<file path="src/rtl/mdio_rd_pkg.sv">
package mdio_rd_pkg;

    localparam int ADDR_W    = 5;
    localparam int HDR_BITS  = 14;
    localparam int TA_BITS   = 2;
    localparam int DATA_BITS = 16;

    typedef struct packed {
        logic [ADDR_W-1:0] phy;
        logic [ADDR_W-1:0] regad;
    } mdio_req_t;

    typedef enum logic [1:0] {
        PH_PRE,
        PH_HDR,
        PH_REL
    } drv_phase_t;

    // start code 01, read opcode 10, then both addresses MSB first
    function automatic logic [HDR_BITS-1:0] build_hdr(input mdio_req_t r);
        return {2'b01, 2'b10, r.phy, r.regad};
    endfunction

endpackage

</file>
<file path="src/rtl/mdio_rd_clkgen.sv">
module mdio_rd_clkgen #(
    parameter int HALF_DIV = 4
) (
    input  logic clk,
    input  logic rst,
    input  logic run_i,
    output logic mdc_o,
    output logic rise_o,
    output logic fall_o
);
    localparam int CNT_W = (HALF_DIV > 1) ? $clog2(HALF_DIV) : 1;
    localparam logic [CNT_W-1:0] CNT_LAST = CNT_W'(HALF_DIV - 1);

    logic [CNT_W-1:0] cnt;
    logic             mdc;
    logic             wrap;

    assign wrap = run_i && (cnt == CNT_LAST);

    always_ff @(posedge clk) begin
        if (rst || !run_i) begin
            cnt <= '0;
            mdc <= 1'b0;
        end else if (wrap) begin
            cnt <= '0;
            mdc <= ~mdc;
        end else begin
            cnt <= cnt + 1'b1;
        end
    end

    assign mdc_o  = mdc;
    assign rise_o = wrap && !mdc;
    assign fall_o = wrap && mdc;

endmodule

</file>
<file path="src/rtl/mdio_rd_seq.sv">
module mdio_rd_seq
    import mdio_rd_pkg::*;
#(
    parameter int PRE_BITS   = 32,
    parameter int TRAIL_BITS = 2
) (
    input  logic      clk,
    input  logic      rst,
    input  logic      start_i,
    input  mdio_req_t req_i,
    input  logic      rise_i,
    input  logic      fall_i,
    output logic      busy_o,
    output logic      done_o,
    output logic      mdio_o,
    output logic      mdio_oe_o,
    output logic      sample_o
);
    localparam int DRV_BITS = PRE_BITS + HDR_BITS;
    localparam int DATA_LO  = DRV_BITS + TA_BITS;
    localparam int DATA_HI  = DATA_LO + DATA_BITS - 1;
    localparam int LAST_BIT = DATA_HI + TRAIL_BITS;
    localparam int IDX_W    = $clog2(LAST_BIT + 1);

    logic                busy;
    logic                done;
    logic [IDX_W-1:0]    idx;
    logic [HDR_BITS-1:0] hdr;
    drv_phase_t          phase;
    logic [IDX_W-1:0]    hoff;

    always_ff @(posedge clk) begin
        if (rst) begin
            busy <= 1'b0;
            done <= 1'b0;
            idx  <= '0;
            hdr  <= '0;
        end else begin
            done <= 1'b0;
            if (!busy) begin
                if (start_i) begin
                    busy <= 1'b1;
                    idx  <= '0;
                    hdr  <= build_hdr(req_i);
                end
            end else if (fall_i) begin
                if (idx == IDX_W'(LAST_BIT)) begin
                    busy <= 1'b0;
                    done <= 1'b1;
                end else begin
                    idx <= idx + 1'b1;
                end
            end
        end
    end

    always_comb begin
        if (idx < IDX_W'(PRE_BITS))      phase = PH_PRE;
        else if (idx < IDX_W'(DRV_BITS)) phase = PH_HDR;
        else                             phase = PH_REL;
    end

    assign hoff      = IDX_W'(DRV_BITS - 1) - idx;
    assign mdio_o    = (busy && phase == PH_HDR) ? hdr[hoff[3:0]] : 1'b1;
    assign mdio_oe_o = busy && (phase != PH_REL);
    assign sample_o  = busy && rise_i && (idx >= IDX_W'(DATA_LO)) && (idx <= IDX_W'(DATA_HI));
    assign busy_o    = busy;
    assign done_o    = done;

endmodule

</file>
<file path="src/rtl/mdio_rd_shift.sv">
module mdio_rd_shift #(
    parameter int W = 16
) (
    input  logic         clk,
    input  logic         rst,
    input  logic         en_i,
    input  logic         bit_i,
    output logic [W-1:0] data_o
);
    logic [W-1:0] sr;

    always_ff @(posedge clk) begin
        if (rst)       sr <= '0;
        else if (en_i) sr <= {sr[W-2:0], bit_i};
    end

    assign data_o = sr;

endmodule

</file>
<file path="src/rtl/mdio_rd_master.sv">
module mdio_rd_master
    import mdio_rd_pkg::*;
#(
    parameter int HALF_DIV   = 4,
    parameter int PRE_BITS   = 32,
    parameter int TRAIL_BITS = 2
) (
    input  logic                 clk,
    input  logic                 rst,
    input  logic                 start_i,
    input  logic [ADDR_W-1:0]    phy_addr_i,
    input  logic [ADDR_W-1:0]    reg_addr_i,
    output logic                 busy_o,
    output logic                 done_o,
    output logic [DATA_BITS-1:0] rdata_o,
    output logic                 mdc_o,
    output logic                 mdio_o,
    output logic                 mdio_oe_o,
    input  logic                 mdio_i
);
    mdio_req_t req;
    logic      rise, fall, sample, busy;

    assign req.phy   = phy_addr_i;
    assign req.regad = reg_addr_i;

    mdio_rd_clkgen #(.HALF_DIV(HALF_DIV)) u_clkgen (
        .clk    (clk),
        .rst    (rst),
        .run_i  (busy),
        .mdc_o  (mdc_o),
        .rise_o (rise),
        .fall_o (fall)
    );

    mdio_rd_seq #(.PRE_BITS(PRE_BITS), .TRAIL_BITS(TRAIL_BITS)) u_seq (
        .clk       (clk),
        .rst       (rst),
        .start_i   (start_i),
        .req_i     (req),
        .rise_i    (rise),
        .fall_i    (fall),
        .busy_o    (busy),
        .done_o    (done_o),
        .mdio_o    (mdio_o),
        .mdio_oe_o (mdio_oe_o),
        .sample_o  (sample)
    );

    mdio_rd_shift #(.W(DATA_BITS)) u_shift (
        .clk    (clk),
        .rst    (rst),
        .en_i   (sample),
        .bit_i  (mdio_i),
        .data_o (rdata_o)
    );

    assign busy_o = busy;

endmodule

</file>
<file path="config.mk">
export PLATFORM = sky130hd
export DESIGN_NAME = mdio_rd_master
export DESIGN_NICKNAME = d
export VERILOG_FILES = /design/src/rtl/mdio_rd_pkg.sv /design/src/rtl/mdio_rd_clkgen.sv /design/src/rtl/mdio_rd_seq.sv /design/src/rtl/mdio_rd_shift.sv /design/src/rtl/mdio_rd_master.sv
export SDC_FILE = /design/constraint.sdc
export NUM_CORES = 1
export LEC_CHECK = 0
export BUFFER_PORTS_ARGS = -buffer_cell sky130_fd_sc_hd__buf_2
export CAP_MARGIN = 40
export CORE_MARGIN = 2
export CORE_UTILIZATION = 34
export DETAILED_ROUTE_END_ITERATION = 12
export HOLD_SLACK_MARGIN = 0.12
export PLACE_DENSITY = 0.57
export REMOVE_ABC_BUFFERS = 1
export SYNTH_ARGS = -nofsm -noshare
export SYNTH_HDL_FRONTEND = slang
export SYNTH_SLANG_ARGS = --single-unit
</file>
<file path="constraint.sdc">
create_clock -name clk -period 2.4 [get_ports clk]
set_input_delay 0.72 -clock clk [delete_from_list [all_inputs] [get_ports clk]]
set_output_delay 0.72 -clock clk [all_outputs]
set_load 0.05 [all_outputs]
</file>
==> flow_metrics.tcl, run 1 <==
set metrics [dict create \
    worstRegToRegCells 7 \
    slew_viol_final 0 \
    via_per_inst 4.76 \
    grt_pass1_wl_mm 6.22 \
    num_rows 26 \
    skew_ns 0.00702 \
    netlist_top_cells_count "dfxtp_1, nor2_1, nand2_1" \
    h-tree-depth 2 \
    cts_tree "built" \
    clock_latency_ns 0.29 \
    worst_pin_slew_ns 0.471 \
    top_layer_used "met4" \
    r2r-start "u_seq.idx[1]" \
    post-synth-top-count-cell "dfxtp_1" \
    wl_per_cell_um 11.8 \
    finalSetupViolCount 1 \
    grt_overflow_total 0 \
    synth.area.top_cells "dfxtp_1, mux2i_1, nor2_1" \
    synthFlopType "dfxtp_1" \
    worstPathRequired_ns 1.68 \
    syn_area_mm2 0.00176 \
    violations "setup timing" \
    antenna_found_initial 0 \
    fp.dieH_um 75.9 \
    port_buffers 34 \
    place_hpwl_mm 2.49 \
    grt_pass1_vias 1365 \
    rsz0062_at_grt "yes" \
    postSynth.asyncResetShare 0 \
    switching_share 0.248 \
    num_vias 1423 \
    min_path_cells 1 \
    syn-instance-count 188 \
    fin_setup_tns_ns -0.0232 \
    p_seq_frac 0.562 \
    cts_buffer_depth 2 \
    antenna_left 0 \
    ys_seq_area_frac 0.444 \
    worstPathMaxFanout 7 \
    wl_mm 3.53 \
    cp-end-kind "primary output" \
    peakVddDrop_mv 0.313 \
    startpoint_type "flop" \
    r2r_end "u_shift.data_o[7]" \
    worstPathCellList "buf_6, mux4_2, mux2i_1, o211ai_1, buf_4" \
    grt.total_usage 0.133 \
    status "finished, violations left" \
    p_int_mw 0.895 \
    cpPeakStageDelay_ns 0.48 \
    setup_ws_ns -0.0232 \
    yosys.area.top_type_share 0.444 \
    rrSetupSlack_ns 0.49 \
    worstPathArrival_ns 1.70 \
    wl_met1_mm 1.69 \
    route.met3.wl_um 171 \
    gp_congestion 0.688 \
    cp_slowest_cell "mux4_2" \
    ios 35 \
    area_growth_pct 21.8 \
    die_w_um 75.9 \
    start_util 0.349 \
    insertedDiodeCount 0 \
    power_frac_comb 0.070 \
    cts_made_buffers 5 \
    drc 0 \
    finalHoldViolations 0 \
    first_iter_violations 59 \
    clk_pin_slew_ns 0.08 \
    relSlewSlack 0.686 \
    placed_cell_area_mm2 0.00201 \
    synth_area_leader_cell "dfxtp_1" \
    maxCapViolations 0 \
    wl_met2_mm 1.60 \
    nNetsFinal 248 \
    grt_max_degree 24 \
    drive_above_1_share 0.293 \
    clockPowerShare 0.367 \
    cts-root-buf "clkbuf_8" \
    switchingPower_mw 0.296 \
    finalCriticalPeriod_ns 2.42 \
    yosys_register_bits 39 \
    dp_slack_ns 0.0776 \
    finalCritPeriodShare 1.01 \
    holdPathEnd "u_clkgen.cnt[0]" \
    die-area_mm2 0.00577 \
    dr.pass1.iters 4 \
    synth_enable_flop_cells 0 \
    avgSynthCellArea_um2 9.36 \
    min-delay-start "u_clkgen.cnt[0]" \
    ctsHoldBuffers 0 \
    holdCritPathClass "flop to flop" \
    cts_sinks 39 \
    final_cell_area_mm2 0.00214 \
    fin_util 0.425 \
    yosys_warnings 0 \
    final_cells 299 \
    max_freq_ghz 0.413 \
    worst-setup-path-type "flop to primary output" \
    p_leak_nw 0.827 \
    holdWs_ns 0.439 \
    p_total_mw 1.19 \
    p_per_area_mw_per_mm2 556 \
    core-area_mm2 0.00504 \
    dp.cells 289 \
    ys_types 37 \
]
==> repair_timing <==
item | in CTS | in global routing
endpoints found under the setup margin | 1 | 1
resized for setup | 8 | 2
pin swaps | 0 | 0
buffers inserted | 2 | 0
hold endpoints to repair | 0 | 0
==> cells in the final DEF (no fill, tap or decap), types with 3 or more instances in the layout <==
master,n
nand3_1,3
nand2b_1,5
mux2i_1,17
buf_4,9
buf_2,33
dfxtp_1,36
nor2_1,28
a21oi_1,12
a31oi_1,3
nor2b_1,4
o21a_1,3
ha_1,4
nand2_1,25
dfxtp_2,3
clkbuf_8,5
==> power groups by stage <==
stage / Combinational, mW / Clock (mW) / Sequential, mW
finish: 0.0836 / 0.438 / 0.670
global route: 0.0943 / 0.483 / 0.671
CTS: 0.0856 / 0.457 / 0.670
detailed placement: 0.0853 / 0 / 0.685
global placement: 0.0847 / 0 / 0.685
floorplan: 0.0392 / 0 / 0.688
==> critical path: cells and delay by family, from the launching register on <==
family,cells,cell delay (ns)
AOI/OAI and AO/OA,1,0.10
buffers and inverters,2,0.33
DFF,1,0.35
muxes,2,0.62
==> sequential cells by signal, indices dropped and copies added (netlist names) <==
register / flops
u_seq.busy_o: 1
u_clkgen.mdc_o: 1
u_seq.hdr: 11
u_shift.data_o: 16
u_clkgen.cnt: 2
u_seq.idx: 7
u_seq.done_o: 1
==> how the worst max path moves through the flow <==
stage,from,endpoint,slack [ns]
final,u_seq.idx[1],mdio_o,-0.02
after global routing,u_seq.idx[1],mdio_o,-0.13
after CTS,u_seq.idx[1],mdio_o,-0.05
after detailed placement,u_seq.idx[2],mdio_o,0.08
after global placement,u_seq.idx[2],mdio_o,0.12
after floorplan,u_seq.idx[1],mdio_o,-0.17
==> cells by family after synthesis <==
family          count (synthesis)  synth area share
simple gates                   76             0.203
flops                          39             0.444
compound gates                 32             0.130
mux                            21             0.135
buf+inv                        13            0.0405
fa+ha+maj                       6            0.0427
xor+xnor                        1           0.00498
==> cell type report <==
class / count / area [µm²]
tap: 70 / 87.6
clock inverter: 3 / 20.0
clock buffer: 5 / 68.8
inverter: 3 / 11.3
fill: 530 / 2900
timing repair buffer: 43 / 244
sequential: 39 / 785
multi-input combinational: 136 / 926
==> layer usage <==
metal | track usage | up-vias
met3 | 0.0440 | 6
li1 | - | 730
met5 | 0 | -
met4 | 0.0545 | 0
met2 | 0.216 | 25
met1 | 0.162 | 662
Note: power is estimated with default switching activity, not from simulation.
==> run 2, diff against run 1 <==
--- a/config.mk
+++ b/config.mk
@@ -5,13 +5,13 @@
 export SDC_FILE = /design/constraint.sdc
 export NUM_CORES = 1
 export LEC_CHECK = 0
-export BUFFER_PORTS_ARGS = -buffer_cell sky130_fd_sc_hd__buf_2
 export CAP_MARGIN = 40
 export CORE_MARGIN = 2
 export CORE_UTILIZATION = 34
 export DETAILED_ROUTE_END_ITERATION = 12
+export DONT_BUFFER_PORTS = 1
 export HOLD_SLACK_MARGIN = 0.12
-export PLACE_DENSITY = 0.57
+export PLACE_DENSITY = 0.51
 export REMOVE_ABC_BUFFERS = 1
 export SYNTH_ARGS = -nofsm -noshare
 export SYNTH_HDL_FRONTEND = slang
==> run 2 against run 1 <==
Against the previous run:
- the flow now finishes without violations
- non-clock buffer count fell by 33
- fmax increased by 1.2%
- first-iteration DRC count grew 71%
- flip-flop and latch count unchanged
- worst hold slack lost 0.0074 ns
- critical endpoint unchanged
==> flow_metrics.tcl, run 2 (synthesis gave the netlist of run 1 again) <==
set metrics [dict create \
    status "finished clean" \
    worst_pin_slew_ns 0.549 \
    num_rows 26 \
    cpPeakStageDelay_ns 0.49 \
    p_leak_nw 0.691 \
    holdCritPathClass "flop to flop" \
    insertedDiodeCount 0 \
    first_iter_violations 101 \
    startpoint_type "flop" \
    fin_util 0.399 \
    grt.total_usage 0.130 \
    antenna_left 0 \
    worstPathCellList "buf_6, mux4_2, mux2i_1, o211ai_1, buf_4" \
    grt_pass1_vias 1269 \
    min-delay-start "u_clkgen.cnt[0]" \
    min_path_cells 1 \
    fillers 489 \
    worstPathRequired_ns 1.68 \
    port_buffers 0 \
    gp_congestion 0.875 \
    worst-setup-path-type "flop to primary output" \
    cts_sinks 39 \
    worstRegToRegCells 8 \
    mostFrequentLayoutCell "dfxtp_1" \
    slew_viol_final 0 \
    drc 0 \
    area_growth_pct 14.3 \
    maxCapViolations 0 \
    cts-root-buf "clkbuf_8" \
    nNetsFinal 215 \
    p_per_area_mw_per_mm2 641 \
    die-area_mm2 0.00577 \
    fp.dieH_um 75.9 \
    relSlewSlack 0.633 \
    num_vias 1342 \
    antenna_found_initial 0 \
    cts_tree "built" \
    worstPathMaxFanout 6 \
    place_hpwl_mm 2.50 \
    die_w_um 75.9 \
    clk_pin_slew_ns 0.07 \
    ios 35 \
    wl_per_cell_um 13.3 \
    cp_slowest_cell "mux4_2" \
    holdWs_ns 0.431 \
    placed_cell_area_mm2 0.00184 \
    rrSetupSlack_ns 0.42 \
    cts_made_buffers 5 \
    core-area_mm2 0.00504 \
    final_cell_area_mm2 0.00201 \
    max_freq_ghz 0.418 \
    dr.pass1.iters 4 \
    drive_above_1_share 0.179 \
    finalCriticalPeriod_ns 2.39 \
    finalSetupViolCount 0 \
    final_cell_mix "dfxtp_1, nor2_1, nand2_1" \
    holdPathEnd "u_clkgen.cnt[0]" \
    wl_mm 3.55 \
    rsz0062_at_grt "yes" \
    grt_overflow_total 0 \
    cp-end-kind "primary output" \
    cts_buffer_depth 2 \
    grt_pass1_wl_mm 6.04 \
    skew_ns 0.00251 \
    finalHoldViolations 0 \
    worstPathArrival_ns 1.67 \
    peakVddDrop_mv 0.286 \
    grt_max_degree 39 \
    via_per_inst 5.05 \
    fin_setup_tns_ns 0 \
    dp.cells 255 \
    start_util 0.349 \
    r2r-start "u_seq.idx[1]" \
    largest_reg_flops 16 \
    finalCritPeriodShare 0.998 \
    r2r_end "u_shift.data_o[1]" \
    h-tree-depth 2 \
    clock_latency_ns 0.29 \
    final_cells 266 \
]
[run 2: cell count changes in the layout (fill, tap and decap cells not counted), sizes merged]
| cell | change |
|---|---|
| buf | -33 |
| clkbuf | +1 |
| clkinvlp | -2 |
| bufinv | +1 |
[run 2: layout make-up]
| type | instances | area (µm²) | share of cell area |
|---|---|---|---|
| repair buffers | 10 | 78.8 | 0.0392 |
| well taps | 70 | 87.6 | 0.0436 |
| flip-flops and latches | 39 | 787 | 0.391 |
| clock inverters | 2 | 35.0 | 0.0174 |
| inverters | 3 | 13.8 | 0.00685 |
| clock buffers | 6 | 82.6 | 0.0411 |
| multi-input cells | 136 | 926 | 0.460 |
[run 2: worst max-delay path: cells and delay by family (launching register included)]
family,cells,cell delay [ns]
buf+inv,2,0.32
compound gates,1,0.09
flops,1,0.34
mux,2,0.63
[run 2: worst max path at each step]
stage | startpoint | end | slack (ns)
2_1_floorplan | u_seq.idx[1] | mdio_o | -0.17
3_3_place_gp | u_seq.idx[2] | mdio_o | 0.14
3_5_place_dp | u_seq.idx[2] | mdio_o | 0.07
4_1_cts | u_seq.idx[1] | mdio_o | -0.02
5_1_grt | u_seq.idx[1] | mdio_o | -0.09
6_report | u_seq.idx[1] | mdio_o | 0.005
[run 2: report_power, final]
group / total [mW] / internal, mW / switching, mW
registers: 0.671 / 0.660 / 0.0107
logic: 0.0576 / 0.0223 / 0.0353
clock network: 0.561 / 0.336 / 0.225
[run 2: per-layer routing]
layer	track usage	part of all wire	vias up
met4	0.0745	0.027	0
met1	0.146	0.43	626
met3	0.0595	0.070	9
li1	-	-	667
met2	0.204	0.47	40
met5	0	0	-
[run 2: stage by stage]
stage | setup slack [ns] | total power [mW]
finish | 0.00532 | 1.29
CTS | -0.0161 | 1.31
global route | -0.0908 | 1.35
global placement | 0.135 | 0.744
detailed placement | 0.0748 | 0.745
floorplan | -0.168 | 0.727
[run 2: what timing repair did]
action	4_1_cts	5_1_grt
pin swaps	0	0
hold buffers	0	0
endpoints found under the setup margin	1	1
buffers inserted	3	0
resized for setup	11	1
==> run 3, diff against run 2 <==
==> constraint.sdc (replaced) <==
create_clock -name clk -period 3.05 [get_ports clk]
set_input_delay 0.915 -clock clk [delete_from_list [all_inputs] [get_ports clk]]
set_output_delay 0.915 -clock clk [all_outputs]
set_load 0.05 [all_outputs]
==> run 3 against run 2 <==
Against the previous run:
- core utilization shrank 1.5 points
- routed wire length shrank 3.7%
- clock skew increased by 0.0041 ns
- final area down 3.7%
- sequential share of layout area up 1.2 points
- clock power down 32%
- register-to-register slack better by 0.56 ns
- global-route usage down 0.21 points
- critical path type unchanged
- critical endpoint unchanged
==> flow_metrics.tcl, run 3 (synthesis gave the netlist of run 1 again) <==
set metrics [dict create \
    finalCritPeriodShare 0.926 \
    first_iter_violations 121 \
    cts_made_buffers 5 \
    clock_latency_ns 0.28 \
    worst_pin_slew_ns 0.588 \
    grt.total_usage 0.128 \
    dr.pass1.iters 4 \
    startpoint_type "flop" \
    via_per_inst 5.01 \
    fin_setup_tns_ns 0 \
    cts-root-buf "clkbuf_8" \
    cp-startpoint "u_seq.idx[2]" \
    clk_pin_slew_ns 0.08 \
    insertedDiodeCount 0 \
    h-tree-depth 2 \
    status "finished clean" \
    port_buffers 0 \
    skew_ns 0.00660 \
    antenna_found_initial 0 \
    dp_slack_ns 0.531 \
    rsz0062_at_grt "no" \
    cts_buffer_depth 2 \
    drive_above_1_share 0.120 \
    grt_pass1_vias 1275 \
    post_cts.repair.setup_buffers 0 \
    mostFrequentLayoutCell "dfxtp_1" \
    gp_congestion 0.855 \
    finalSetupViolCount 0 \
    grt_max_degree 39 \
    worstPathRequired_ns 2.13 \
    setup_ws_ns 0.227 \
    finalCriticalPeriod_ns 2.82 \
    maxCapViolations 0 \
    max_freq_ghz 0.354 \
    r2r-start "u_seq.idx[0]" \
    antenna_left 0 \
    grt_overflow_total 0 \
    worstPathMaxFanout 5 \
    worstPathArrival_ns 1.91 \
    largest_reg_flops 16 \
    holdWs_ns 0.436 \
    p_total_mw 0.954 \
    grt_pass1_wl_mm 6.00 \
    cts_sinks 39 \
    p_leak_nw 0.655 \
    start_util 0.349 \
    slew_viol_final 0 \
    min-delay-start "u_clkgen.cnt[0]" \
    nNetsFinal 211 \
    final_cell_mix "dfxtp_1, nor2_1, nand2_1" \
    fp.dieH_um 75.9 \
    die-area_mm2 0.00577 \
    relSlewSlack 0.608 \
    worst-setup-path-type "flop to primary output" \
    wl_per_cell_um 13.0 \
    num_rows 26 \
    cts_tree "built" \
    ios 35 \
    wl_mm 3.42 \
    finalHoldViolations 0 \
    post_cts_resized 0 \
    die_w_um 75.9 \
    ctsHoldBuffers 0 \
    place_hpwl_mm 2.44 \
    holdCritPathClass "flop to flop" \
    drc 0 \
    num_vias 1312 \
    area_growth_pct 10.0 \
    p_per_area_mw_per_mm2 493 \
    core-area_mm2 0.00504 \
    fin_util 0.384 \
    cp-end-kind "primary output" \
    peakVddDrop_mv 0.218 \
]
## run 3: cell count changes in the layout (fill, tap and decap cells not counted), moves of 2 or more
cell / previous run / this run
dfxtp_1: 36 / 39
buf_4: 9 / 6
inv_1: 1 / 3
dfxtp_2: 2 / 0
ha_1: 4 / 6
## run 3: report_power, final
part	internal, mW	leakage (nW)	switching [mW]
logic	0.0176	0.288	0.0287
registers	0.520	0.316	0.00680
clock network	0.206	0.0505	0.176
total	0.743	0.655	0.211
## run 3: worst max-delay path, stage by stage (launching register included)
cell and delay [ns]:
dfxtp_1 0.40, inv_1 0.13, ha_1 0.35, nor2b_1 0.15, o21ai_0 0.14, o2111ai_1 0.13, o211ai_1 0.12, buf_4 0.22
## run 3: path summary, 6_finish.rpt
kind | endpoint | slack, ns | cells past startpoint
hold reg to reg | u_clkgen.cnt[0] | 0.44 | 1
setup reg to reg | u_shift.data_o[8] | 0.98 | 6
hold / removal | u_clkgen.cnt[0] | 0.44 | 1
setup / recovery | mdio_o | 0.23 | 7
## run 3: final cells by class
| type | count | area (µm²) |
|---|---|---|
| inverters | 3 | 11.3 |
| flip-flops and latches | 39 | 781 |
| repair buffers | 6 | 45.0 |
| clock buffers | 7 | 96.3 |
| clock inverters | 1 | 7.51 |
| fillers | 508 | 3110 |
| multi-input cells | 136 | 907 |
| well taps | 70 | 87.6 |
## run 3: routing by layer
metal	track usage	part of all wire	vias up	routed length, µm
met3	0.0560	0.074	9	252
met4	0.0618	0.025	0	87
met5	0	0	-	0
met2	0.196	0.47	38	1620
li1	-	-	661	-
met1	0.154	0.43	604	1450
## run 3: stage by stage
stage / instance area (µm²) / instances
CTS: 1940 / 262
floorplan: 1700 / 178
detailed placement: 1830 / 254
global route: 1940 / 262
global placement: 1830 / 254
finish: 1940 / 262
